==> src/rtl/i2cs_pkg.sv <==
package i2cs_pkg;

    // Bus-side protocol phases of the slave
    typedef enum logic [2:0] {
        S_IDLE = 3'd0,  // not addressed, lines released
        S_ADDR = 3'd1,  // shifting address + direction bit
        S_AACK = 3'd2,  // acknowledging own address
        S_RX   = 3'd3,  // shifting a write data byte
        S_RACK = 3'd4,  // acknowledging a write data byte
        S_TXLD = 3'd5,  // fetching next byte to send (may stretch)
        S_TX   = 3'd6,  // driving a read data byte
        S_TACK = 3'd7   // sampling master ACK/NACK
    } bus_st_e;

endpackage

==> src/rtl/i2cs_line_sync.sv <==
module i2cs_line_sync #(
    parameter int STAGES = 2
) (
    input  logic clk,
    input  logic rst_n,
    input  logic scl_raw,
    input  logic sda_raw,
    output logic scl_s,
    output logic sda_s,
    output logic scl_rise,
    output logic scl_fall,
    output logic sda_rise,
    output logic sda_fall
);
    localparam int NLINES = 2;

    logic [NLINES-1:0] raw_v, lvl_v, prev_v;

    assign raw_v = {sda_raw, scl_raw};

    for (genvar g = 0; g < NLINES; g++) begin : g_line
        // STAGES synchronizer flops plus one history flop for edge detection
        logic [STAGES:0] chain_q;
        always_ff @(posedge clk or negedge rst_n) begin
            if (!rst_n) chain_q <= '1;
            else        chain_q <= {chain_q[STAGES-1:0], raw_v[g]};
        end
        assign lvl_v[g]  = chain_q[STAGES-1];
        assign prev_v[g] = chain_q[STAGES];
    end

    assign scl_s    = lvl_v[0];
    assign sda_s    = lvl_v[1];
    assign scl_rise = lvl_v[0] & ~prev_v[0];
    assign scl_fall = ~lvl_v[0] & prev_v[0];
    assign sda_rise = lvl_v[1] & ~prev_v[1];
    assign sda_fall = ~lvl_v[1] & prev_v[1];

endmodule

==> src/rtl/i2cs_fifo.sv <==
// Synchronous FIFO, show-ahead head output. DEPTH must be a power of two.
module i2cs_fifo #(
    parameter int W     = 8,
    parameter int DEPTH = 4,
    localparam int PTR_W = (DEPTH > 1) ? $clog2(DEPTH) : 1,
    localparam int LVL_W = $clog2(DEPTH + 1)
) (
    input  logic             clk,
    input  logic             rst_n,
    input  logic             push,
    input  logic             pop,
    input  logic             flush,
    input  logic [W-1:0]     wdata,
    output logic [W-1:0]     rdata,
    output logic [LVL_W-1:0] level,
    output logic             full,
    output logic             empty
);
    typedef struct packed {
        logic [PTR_W-1:0] wp;
        logic [PTR_W-1:0] rp;
        logic [LVL_W-1:0] lvl;
    } fifo_st_t;

    fifo_st_t fifo_d, fifo_q;
    logic [W-1:0] mem_q [DEPTH];
    logic do_push, do_pop;

    assign full  = (fifo_q.lvl == LVL_W'(DEPTH));
    assign empty = (fifo_q.lvl == '0);
    assign level = fifo_q.lvl;
    assign rdata = mem_q[fifo_q.rp];

    always_comb begin
        fifo_d  = fifo_q;
        do_pop  = pop && !empty;
        do_push = push && (!full || do_pop);
        if (flush) begin
            fifo_d = '0;
        end else begin
            if (do_push) fifo_d.wp = fifo_q.wp + PTR_W'(1);
            if (do_pop)  fifo_d.rp = fifo_q.rp + PTR_W'(1);
            fifo_d.lvl = fifo_q.lvl + LVL_W'(do_push) - LVL_W'(do_pop);
        end
    end

    always_ff @(posedge clk or negedge rst_n) begin
        if (!rst_n) fifo_q <= '0;
        else        fifo_q <= fifo_d;
    end

    always_ff @(posedge clk) begin
        if (do_push && !flush) mem_q[fifo_q.wp] <= wdata;
    end

    // a push into a full FIFO without a pop leaves it full and unchanged
    assert_full_hold_R10: assert property (@(posedge clk) disable iff (!rst_n)
        (full && push && !pop && !flush) |=> (level == LVL_W'(DEPTH)));

    // a pop from an empty FIFO without a push leaves it empty
    assert_empty_pop_R10: assert property (@(posedge clk) disable iff (!rst_n)
        (empty && pop && !push && !flush) |=> empty);

endmodule

==> src/rtl/i2c_fifo_slave.sv <==
module i2c_fifo_slave
    import i2cs_pkg::*;
#(
    parameter int FIFO_DEPTH  = 4,
    parameter int SYNC_STAGES = 2,
    localparam int LVL_W = $clog2(FIFO_DEPTH + 1)
) (
    input  logic             clk,
    input  logic             rst_n,
    input  logic             scl_i,
    input  logic             sda_i,
    output logic             scl_oe,
    output logic             sda_oe,
    input  logic [6:0]       own_addr,
    input  logic [LVL_W-1:0] lo_mark,
    input  logic [LVL_W-1:0] hi_mark,
    input  logic             rx_rd,
    output logic [7:0]       rx_data,
    input  logic             tx_wr,
    input  logic [7:0]       tx_wdata,
    input  logic             tx_flush,
    output logic             irq_cmd,
    output logic             irq_send,
    output logic             irq_txlow,
    output logic             irq_rxhigh,
    output logic             tx_ovf,
    output logic             rx_udf
);
    typedef struct packed {
        bus_st_e          st;
        logic [3:0]       cnt;     // bits seen in current byte
        logic [7:0]       sh;      // shift register
        logic             rw;      // 1 = master read
        logic             drv;     // pulling SDA low
        logic             first;   // next received byte is the command
        logic             arm;     // command byte is being acknowledged
        logic             hold;    // stretching SCL for the command byte
        logic             cmd_pend;
        logic [LVL_W-1:0] ahead;   // entries in front of the command byte
        logic             nack;
        logic             tx_ovf;
        logic             rx_udf;
    } ctl_t;

    ctl_t ctl_d, ctl_q;

    logic scl_s, sda_s, scl_rise, scl_fall, sda_rise, sda_fall;
    logic start_det, stop_det;
    logic rx_push, rx_pop, tx_pop;
    logic rx_full, rx_empty, tx_full, tx_empty;
    logic [LVL_W-1:0] rx_level, tx_level;
    logic [7:0] tx_head;

    i2cs_line_sync #(.STAGES(SYNC_STAGES)) u_sync (
        .clk(clk), .rst_n(rst_n), .scl_raw(scl_i), .sda_raw(sda_i),
        .scl_s(scl_s), .sda_s(sda_s), .scl_rise(scl_rise), .scl_fall(scl_fall),
        .sda_rise(sda_rise), .sda_fall(sda_fall)
    );

    i2cs_fifo #(.W(8), .DEPTH(FIFO_DEPTH)) u_rxq (
        .clk(clk), .rst_n(rst_n), .push(rx_push), .pop(rx_pop), .flush(1'b0),
        .wdata(ctl_q.sh), .rdata(rx_data), .level(rx_level),
        .full(rx_full), .empty(rx_empty)
    );

    i2cs_fifo #(.W(8), .DEPTH(FIFO_DEPTH)) u_txq (
        .clk(clk), .rst_n(rst_n), .push(tx_wr), .pop(tx_pop), .flush(tx_flush),
        .wdata(tx_wdata), .rdata(tx_head), .level(tx_level),
        .full(tx_full), .empty(tx_empty)
    );

    assign start_det = sda_fall && scl_s;
    assign stop_det  = sda_rise && scl_s;

    always_comb begin
        ctl_d   = ctl_q;
        rx_push = 1'b0;
        tx_pop  = 1'b0;
        rx_pop  = rx_rd && !rx_empty;

        if (rx_rd && rx_empty) ctl_d.rx_udf = 1'b1;

        // command byte tracking against CPU reads
        if (rx_pop && ctl_q.cmd_pend) begin
            if (ctl_q.ahead == '0) ctl_d.cmd_pend = 1'b0;
            else                   ctl_d.ahead    = ctl_q.ahead - LVL_W'(1);
        end

        if (start_det) begin
            ctl_d.st    = S_ADDR;
            ctl_d.cnt   = '0;
            ctl_d.drv   = 1'b0;
            ctl_d.first = 1'b0;
            ctl_d.arm   = 1'b0;
        end else if (stop_det) begin
            ctl_d.st  = S_IDLE;
            ctl_d.drv = 1'b0;
            ctl_d.arm = 1'b0;
        end else begin
            unique case (ctl_q.st)
                S_IDLE: ;
                S_ADDR: begin
                    if (scl_rise) begin
                        ctl_d.sh  = {ctl_q.sh[6:0], sda_s};
                        ctl_d.cnt = ctl_q.cnt + 4'd1;
                    end else if (scl_fall && ctl_q.cnt == 4'd8) begin
                        if (ctl_q.sh[7:1] == own_addr) begin
                            ctl_d.rw  = ctl_q.sh[0];
                            ctl_d.drv = 1'b1;
                            ctl_d.st  = S_AACK;
                        end else begin
                            ctl_d.st = S_IDLE;
                        end
                    end
                end
                S_AACK: if (scl_fall) begin
                    ctl_d.drv   = 1'b0;
                    ctl_d.cnt   = '0;
                    ctl_d.st    = ctl_q.rw ? S_TXLD : S_RX;
                    ctl_d.first = !ctl_q.rw;
                end
                S_RX: begin
                    if (scl_rise) begin
                        ctl_d.sh  = {ctl_q.sh[6:0], sda_s};
                        ctl_d.cnt = ctl_q.cnt + 4'd1;
                    end else if (scl_fall && ctl_q.cnt == 4'd8) begin
                        if (!rx_full) begin
                            rx_push   = 1'b1;
                            ctl_d.drv = 1'b1;
                            if (ctl_q.first) begin
                                ctl_d.cmd_pend = 1'b1;
                                ctl_d.ahead    = rx_level - (rx_pop ? LVL_W'(1) : LVL_W'(0));
                                ctl_d.arm      = 1'b1;
                            end
                        end
                        ctl_d.first = 1'b0;
                        ctl_d.st    = S_RACK;
                    end
                end
                S_RACK: if (scl_fall) begin
                    ctl_d.drv = 1'b0;
                    ctl_d.cnt = '0;
                    ctl_d.st  = S_RX;
                    if (ctl_q.arm && ctl_d.cmd_pend && ctl_d.ahead == '0) ctl_d.hold = 1'b1;
                    ctl_d.arm = 1'b0;
                end
                S_TXLD: if (!tx_empty) begin
                    tx_pop    = 1'b1;
                    ctl_d.sh  = tx_head;
                    ctl_d.drv = !tx_head[7];
                    ctl_d.cnt = '0;
                    ctl_d.st  = S_TX;
                end
                S_TX: begin
                    if (scl_rise) begin
                        ctl_d.cnt = ctl_q.cnt + 4'd1;
                    end else if (scl_fall) begin
                        if (ctl_q.cnt == 4'd8) begin
                            ctl_d.drv = 1'b0;
                            ctl_d.st  = S_TACK;
                        end else begin
                            ctl_d.drv = !ctl_q.sh[6];
                            ctl_d.sh  = {ctl_q.sh[6:0], 1'b0};
                        end
                    end
                end
                S_TACK: begin
                    if (scl_rise)      ctl_d.nack = sda_s;
                    else if (scl_fall) ctl_d.st   = ctl_q.nack ? S_IDLE : S_TXLD;
                end
                default: ctl_d.st = S_IDLE;
            endcase
        end

        if (!(ctl_d.cmd_pend && ctl_d.ahead == '0)) ctl_d.hold = 1'b0;
        if (tx_wr && tx_full && !tx_pop) ctl_d.tx_ovf = 1'b1;
    end

    always_ff @(posedge clk or negedge rst_n) begin
        if (!rst_n) ctl_q <= '0;
        else        ctl_q <= ctl_d;
    end

    assign irq_send   = (ctl_q.st == S_TXLD) && tx_empty;
    assign scl_oe     = ctl_q.hold || irq_send;
    assign sda_oe     = ctl_q.drv;
    assign irq_cmd    = ctl_q.cmd_pend && (ctl_q.ahead == '0);
    assign irq_txlow  = (tx_level <= lo_mark);
    assign irq_rxhigh = (rx_level >= hi_mark);
    assign tx_ovf     = ctl_q.tx_ovf;
    assign rx_udf     = ctl_q.rx_udf;

    // a CPU read of the head command byte drops the command flag
    assert_cmd_clear_R4: assert property (@(posedge clk) disable iff (!rst_n)
        (irq_cmd && rx_rd && !rx_push) |=> !irq_cmd);

    // stretching outside a transmit fetch only happens for a pending command
    assert_hold_needs_cmd_R4: assert property (@(posedge clk) disable iff (!rst_n)
        (scl_oe && ctl_q.st != S_TXLD) |-> irq_cmd);

    // after a STOP nothing is driven on SDA and no byte is requested
    assert_stop_release_R12: assert property (@(posedge clk) disable iff (!rst_n)
        stop_det |=> (!sda_oe && !irq_send));

endmodule

==> config.mk <==
export PLATFORM = sky130hd
export DESIGN_NAME = i2c_fifo_slave
export DESIGN_NICKNAME = d
export VERILOG_FILES = /design/src/rtl/i2cs_pkg.sv /design/src/rtl/i2cs_line_sync.sv /design/src/rtl/i2cs_fifo.sv /design/src/rtl/i2c_fifo_slave.sv
export SDC_FILE = /design/constraint.sdc
export NUM_CORES = 1
export LEC_CHECK = 0
export ABC_AREA = 1
export BUFFER_PORTS_ARGS = -buffer_cell sky130_fd_sc_hd__buf_4
export CAP_MARGIN = 20
export CORE_MARGIN = 2
export CORE_UTILIZATION = 64
export DETAILED_ROUTE_END_ITERATION = 10
export PLACE_DENSITY = 0.84
export SKIP_CTS_REPAIR_TIMING = 1
export SYNTH_ARGS = -nofsm -noshare
export SYNTH_HDL_FRONTEND = slang
export SYNTH_HIERARCHICAL = 1
export SYNTH_SLANG_ARGS = --single-unit
==> constraint.sdc <==
create_clock -name clk -period 6.5 [get_ports clk]
set_clock_uncertainty 0.1 [all_clocks]
set_input_delay 0.975 -clock clk [delete_from_list [all_inputs] [get_ports clk]]
set_output_delay 0.975 -clock clk [all_outputs]
set_load 0.02 [all_outputs]
Word level (Yosys, flattened, before mapping)
Memories as Yosys holds them, arrays and structs flattened.
Cells that the tools add are included.

cells by class
  add/subtract/negate cells = 11
  $lt $le $gt $ge = 2
  eq/ne operators = 44
  muxes and demuxes = 82
  bitwise logic cells = 11
  reductions and logical operators = 53

operators by type and width
  cell                                   number
  4-bit != test (second input constant)  15
  3-bit 2-to-1 mux                       16
  1-bit 2-to-1 mux                       33
  4-bit 2-to-1 mux                       7
  7-bit 2-to-1 mux                       4
  8-bit 2-to-1 mux                       3
  8-bit one-hot mux with 3 select lines  1
  3-bit one-hot mux with 7 select lines  1
  4-bit one-hot mux with 5 select lines  1
  3-bit == test (second input constant)  6
  1-bit logical AND                      18
  2-bit != test (second input constant)  9
  3-bit != test (second input constant)  6
  2-bit 2-to-1 mux                       8
  3-bit logical NOT                      5
  15-bit 2-to-1 mux                      1
  13-bit 2-to-1 mux                      1
  13-bit AND reduction                   1
  12-bit 2-to-1 mux                      1
  6-bit 2-to-1 mux                       2
  12-bit AND reduction                   1
  6-bit AND reduction                    2
  5-bit AND reduction                    2
  1-bit logical NOT                      9
  other kinds (28)                       50

storage, ports and cells
  bits in registers = 47
  memory bits (writable) = 64
  bits of input ports = 28
  output and inout bits = 16
  logic and storage cells = 226
  memories = 2

memories
  memory       words  width  rd ports  clocked after memory_dff  wr ports  RTL line         RTL
  u_rxq.mem_q  4      8      1         0                         1         i2cs_fifo.sv:26  logic [W-1:0] mem_q [DEPTH];
  u_txq.mem_q  4      8      1         0                         1         i2cs_fifo.sv:26

Depth between registers and ports, before layout
  word-level depth = 16
  depth in mapped cells = 15
  depth with buffers taken out = 15

By module
Netlist, hierarchy kept.

by module, submodules not included
  module          times used  cells each  area each (um^2)  seq. area each (um^2)
  i2cs_fifo       2           145         1710.4            1136.1
  i2c_fifo_slave  1           358         2416.1            675.6
  i2cs_line_sync  1           14          187.7             157.7

Worst setup path after synthesis
OpenSTA, ideal clock, no wires.

  path type = input-to-output
  start = input port hi_mark[2]
  end = output port irq_rxhigh
  arrival time = 1.719 ns
  setup slack = 3.706 ns
  cell stages on the path = 4
  cells stage by stage = inv_1 ha_1 nand2_1 o211ai_1

between the ends
  longest elaborated chain between the ends = 1

ends and longest elaborated chain
  item                 RTL line               RTL
  start, declared      i2c_fifo_slave.sv:16   input logic [LVL_W-1:0] hi_mark,
  3-bit >= comparator  i2c_fifo_slave.sv:189  assign irq_rxhigh = (rx_level >= hi_mark);
  end, declared        i2c_fifo_slave.sv:25   output logic irq_rxhigh,

No other way between the ends.

Worst setup path in the final report
  start = register u_rxq/fifo_q[3] in the netlist's numbering
  end = output port rx_data[6]

between the ends
  longest elaborated chain between the ends = 1

ends and longest elaborated chain
  item                    RTL line              RTL
  start, declared         i2cs_fifo.sv:25       fifo_st_t fifo_d, fifo_q;
  start signal, assigned  i2cs_fifo.sv:49       else fifo_q <= fifo_d;
  memory 4 x 8 bit        -
  end, declared           i2c_fifo_slave.sv:18  output logic [7:0] rx_data,

No other way between the ends.

==> flow_metrics.tcl <==
set metrics [dict create \
    setup_viol 0 \
    yosys.area.top_type_share_pct 31.90 \
    portBuffers 43 \
    rsz0062_at_grt "no" \
    ant_nets 0 \
    hpwl_um 8540 \
    maxSlewViolCount 0 \
    hold_violations 0 \
    synth.cell_area_um2 6025 \
    core_area_um2 9196 \
    ys_types 43 \
    cap_viol_max_count 0 \
    drive_gt1_share_pct 17.59 \
    crit_fanout 20 \
    synth_seq_cells 111 \
    fmax_mhz 314.7 \
    rows 35 \
    vias 4517 \
    diodes 0 \
    cts.sinks 111 \
    finish.utilization_pct 71.18 \
    postLayoutCellArea_um2 6546 \
    grtUsageTotal_pct 24.37 \
    die_area_um2 10210 \
    hp-class "flop to flop" \
    n_fill_cell 685 \
    yosysSeqAreaShare_pct 51.55 \
    crit_start "u_rxq/fifo_q[3]" \
    clockBufferDepth 2 \
    die_h_um 101.0 \
    synthArstFlopShare_pct 42.34 \
    cp.arrival_ns 2.10 \
    timing.rr.end "u_rxq/mem_q[3][1]" \
    finalCriticalPeriod_ns 3.178 \
    yosys-top-cells-count "nand2_1, inv_1, nor2_1" \
    syn_area_per_cell_um2 9.100 \
    regToRegSetupSlack_ns 3.42 \
    grt_pass1_wl_um 19260 \
    numCtsBuffers 9 \
    yosysWarningCount 6 \
    worstMarginPinSlew_ns 0.7648 \
    finalNetCount 752 \
    cp-end-kind "output pin" \
    period_share_pct 48.89 \
    antenna_found_initial 0 \
    clockRootBuffer "clkbuf_8" \
    fin_tns_setup_ns 0 \
    synth-edff-count 64 \
    gr-total-overflow 0 \
    reg2regPathDepth 8 \
    grt_start_max_net_pins 48 \
    status "complete, no violations" \
    critPathKind "flop to output pin" \
    syn_to_final_growth_pct 8.660 \
    initialDrtViolationCount 332 \
    relSlewSlack_pct 48.83 \
    cp_slowest_stage_delay_ns 0.73 \
    dr.pass1.iters 5 \
    required_ns 5.42 \
    p_per_area_nw_per_um2 262.6 \
    die_x_um 101.0 \
    cts_tree "built" \
    path_cells "inv_1, o21ai_0, o22ai_1, buf_4" \
    grt_pass1_vias 4281 \
    p_leak_nw 3.023 \
    post_drt_wl_per_cell_um 14.10 \
    ioPinCount 44 \
    clk_pin_slew_ns 0.10 \
    viasPerCell 5.536 \
    reg2reg_from "u_sync/g_line[1].chain_q[1]" \
    yosysTopAreaCell "edfxtp_1" \
    start_util_pct 65.51 \
    routed_wl_um 11510 \
    ir_drop_v 0.0002547 \
    cp-endpoint "rx_data[6]" \
    yosysMostFrequentCell "nand2_1" \
    place.gp.congestion 0.9023 \
    critPathSlowestCell "dfrtp_1" \
    worst_skew_pair.late_latency_ns 0.38 \
    synth.area.top_cells "edfxtp_1, dfrtp_1, nand2_1" \
    h-tree-depth 3 \
    ys.flop_type "edfxtp_1" \
    start_kind "flop" \
    syn_inst 662 \
    placed_cell_area_um2 6357 \
    drc 0 \
]
[critical path, delay by kind of cell (launching register included)]
kind | cells | cell delay, ns
DFF | 1 | 0.73
buffers and inverters | 2 | 0.59
AOI/OAI and AO/OA | 2 | 0.40
[report_power, final]
part	internal (mW)	switching [mW]	total, mW
Clock	0.147	0.245	0.392
Combinational	0.152	0.267	0.419
Sequential	0.832	0.0762	0.908
[flip-flops by register name (all words and copies together), names as in the netlist]
| name | flops |
|---|---|
| tx_ovf | 1 |
| u_txq/mem_q | 32 |
| ctl_q | 24 |
| u_txq/fifo_q | 4 |
| u_txq/level | 3 |
| u_rxq/fifo_q | 4 |
| u_sync/g_line.chain_q | 6 |
| rx_udf | 1 |
| u_rxq/level | 3 |
| u_rxq/mem_q | 32 |
| sda_oe | 1 |
[metal layers]
metal	vias up	global-route usage [%]	wire [um]	part of all wire, %
met3	33	3.537	570	5.0
met1	2101	30.11	4862	42
met2	146	42.67	5746	50
met4	0	10.71	326	2.8
li1	2237	-	-	-
met5	-	0	0	0
[cell usage in the layout, fill, tap and decap left out, types with 3 or more instances in the layout]
cell type,Yosys,layout
dfrtp_1,41,41
buf_4,11,43
conb_1,1,3
nand2_4,5,5
ha_1,22,22
dfstp_2,6,6
nand2_2,12,12
nand3_1,30,30
xor2_1,5,5
o22ai_1,16,16
nor2_2,6,6
edfxtp_1,64,64
o21ai_1,11,11
inv_2,6,6
a21oi_1,11,11
o21ai_2,9,9
nor3_1,8,8
o21ai_0,45,45
nor2_1,84,84
nand3_2,10,10
clkinv_1,2,3
nand2_1,124,124
inv_1,88,88
clkbuf_8,0,9
nand4_1,13,13
nor2_4,3,3
[metrics by stage]
| step | instances | total power, mW | setup slack [ns] | hold WS [ns] |
|---|---|---|---|---|
| after floorplan | 664 | 1.227 | 3.706 | 0.2452 |
| after global placement | 800 | 1.319 | 3.549 | 0.2476 |
| after detailed placement | 800 | 1.339 | 3.413 | 0.2475 |
| after CTS | 816 | 1.726 | 3.365 | 0.2629 |
| after global routing | 816 | 1.830 | 3.141 | 0.2720 |
| final | 816 | 1.719 | 3.322 | 0.2618 |
[how the worst min path moves through the flow]
stage | from | endpoint | cells after the start
6_report | u_sync/g_line[0].chain_q[0] | u_sync/g_line[0].chain_q[1] | 0
5_1_grt | u_sync/g_line[1].chain_q[0] | u_sync/g_line[1].chain_q[1] | 0
3_5_place_dp | u_sync/g_line[0].chain_q[0] | u_sync/g_line[0].chain_q[1] | 0
4_1_cts | u_sync/g_line[0].chain_q[0] | u_sync/g_line[0].chain_q[1] | 0
2_1_floorplan | u_sync/g_line[0].chain_q[0] | u_sync/g_line[0].chain_q[1] | 0
3_3_place_gp | u_sync/g_line[0].chain_q[0] | u_sync/g_line[0].chain_q[1] | 0
[cells by family (layout without fill, tap and decap cells)]
group | Yosys count | count (layout) | share of synthesized area, %
and+or+nand+nor | 303 | 303 | 24.05
buffers and inverters | 116 | 157 | 8.453
DFF | 111 | 111 | 51.55
AOI/OAI and AO/OA | 99 | 99 | 9.470
adders and majority gates | 24 | 24 | 5.234
xor gates and xnor gates | 7 | 7 | 1.018
other | 1 | 3 | 0.06225
muxes | 1 | 1 | 0.1662
[final cells by class]
cell class                      count  area [um^2]  share of cell area, %
Clock buffer                        9        123.9                  1.892
Tap cell                          111        138.9                  2.122
Clock inverter                      7        65.06                 0.9939
Multi-Input combinational cell    437         2417                  36.93
Timing Repair Buffer               43        322.8                  4.931
Sequential cell                   111         3105                  47.44
Inverter                           98        372.9                  5.696
(Power assumes the default switching activity.)
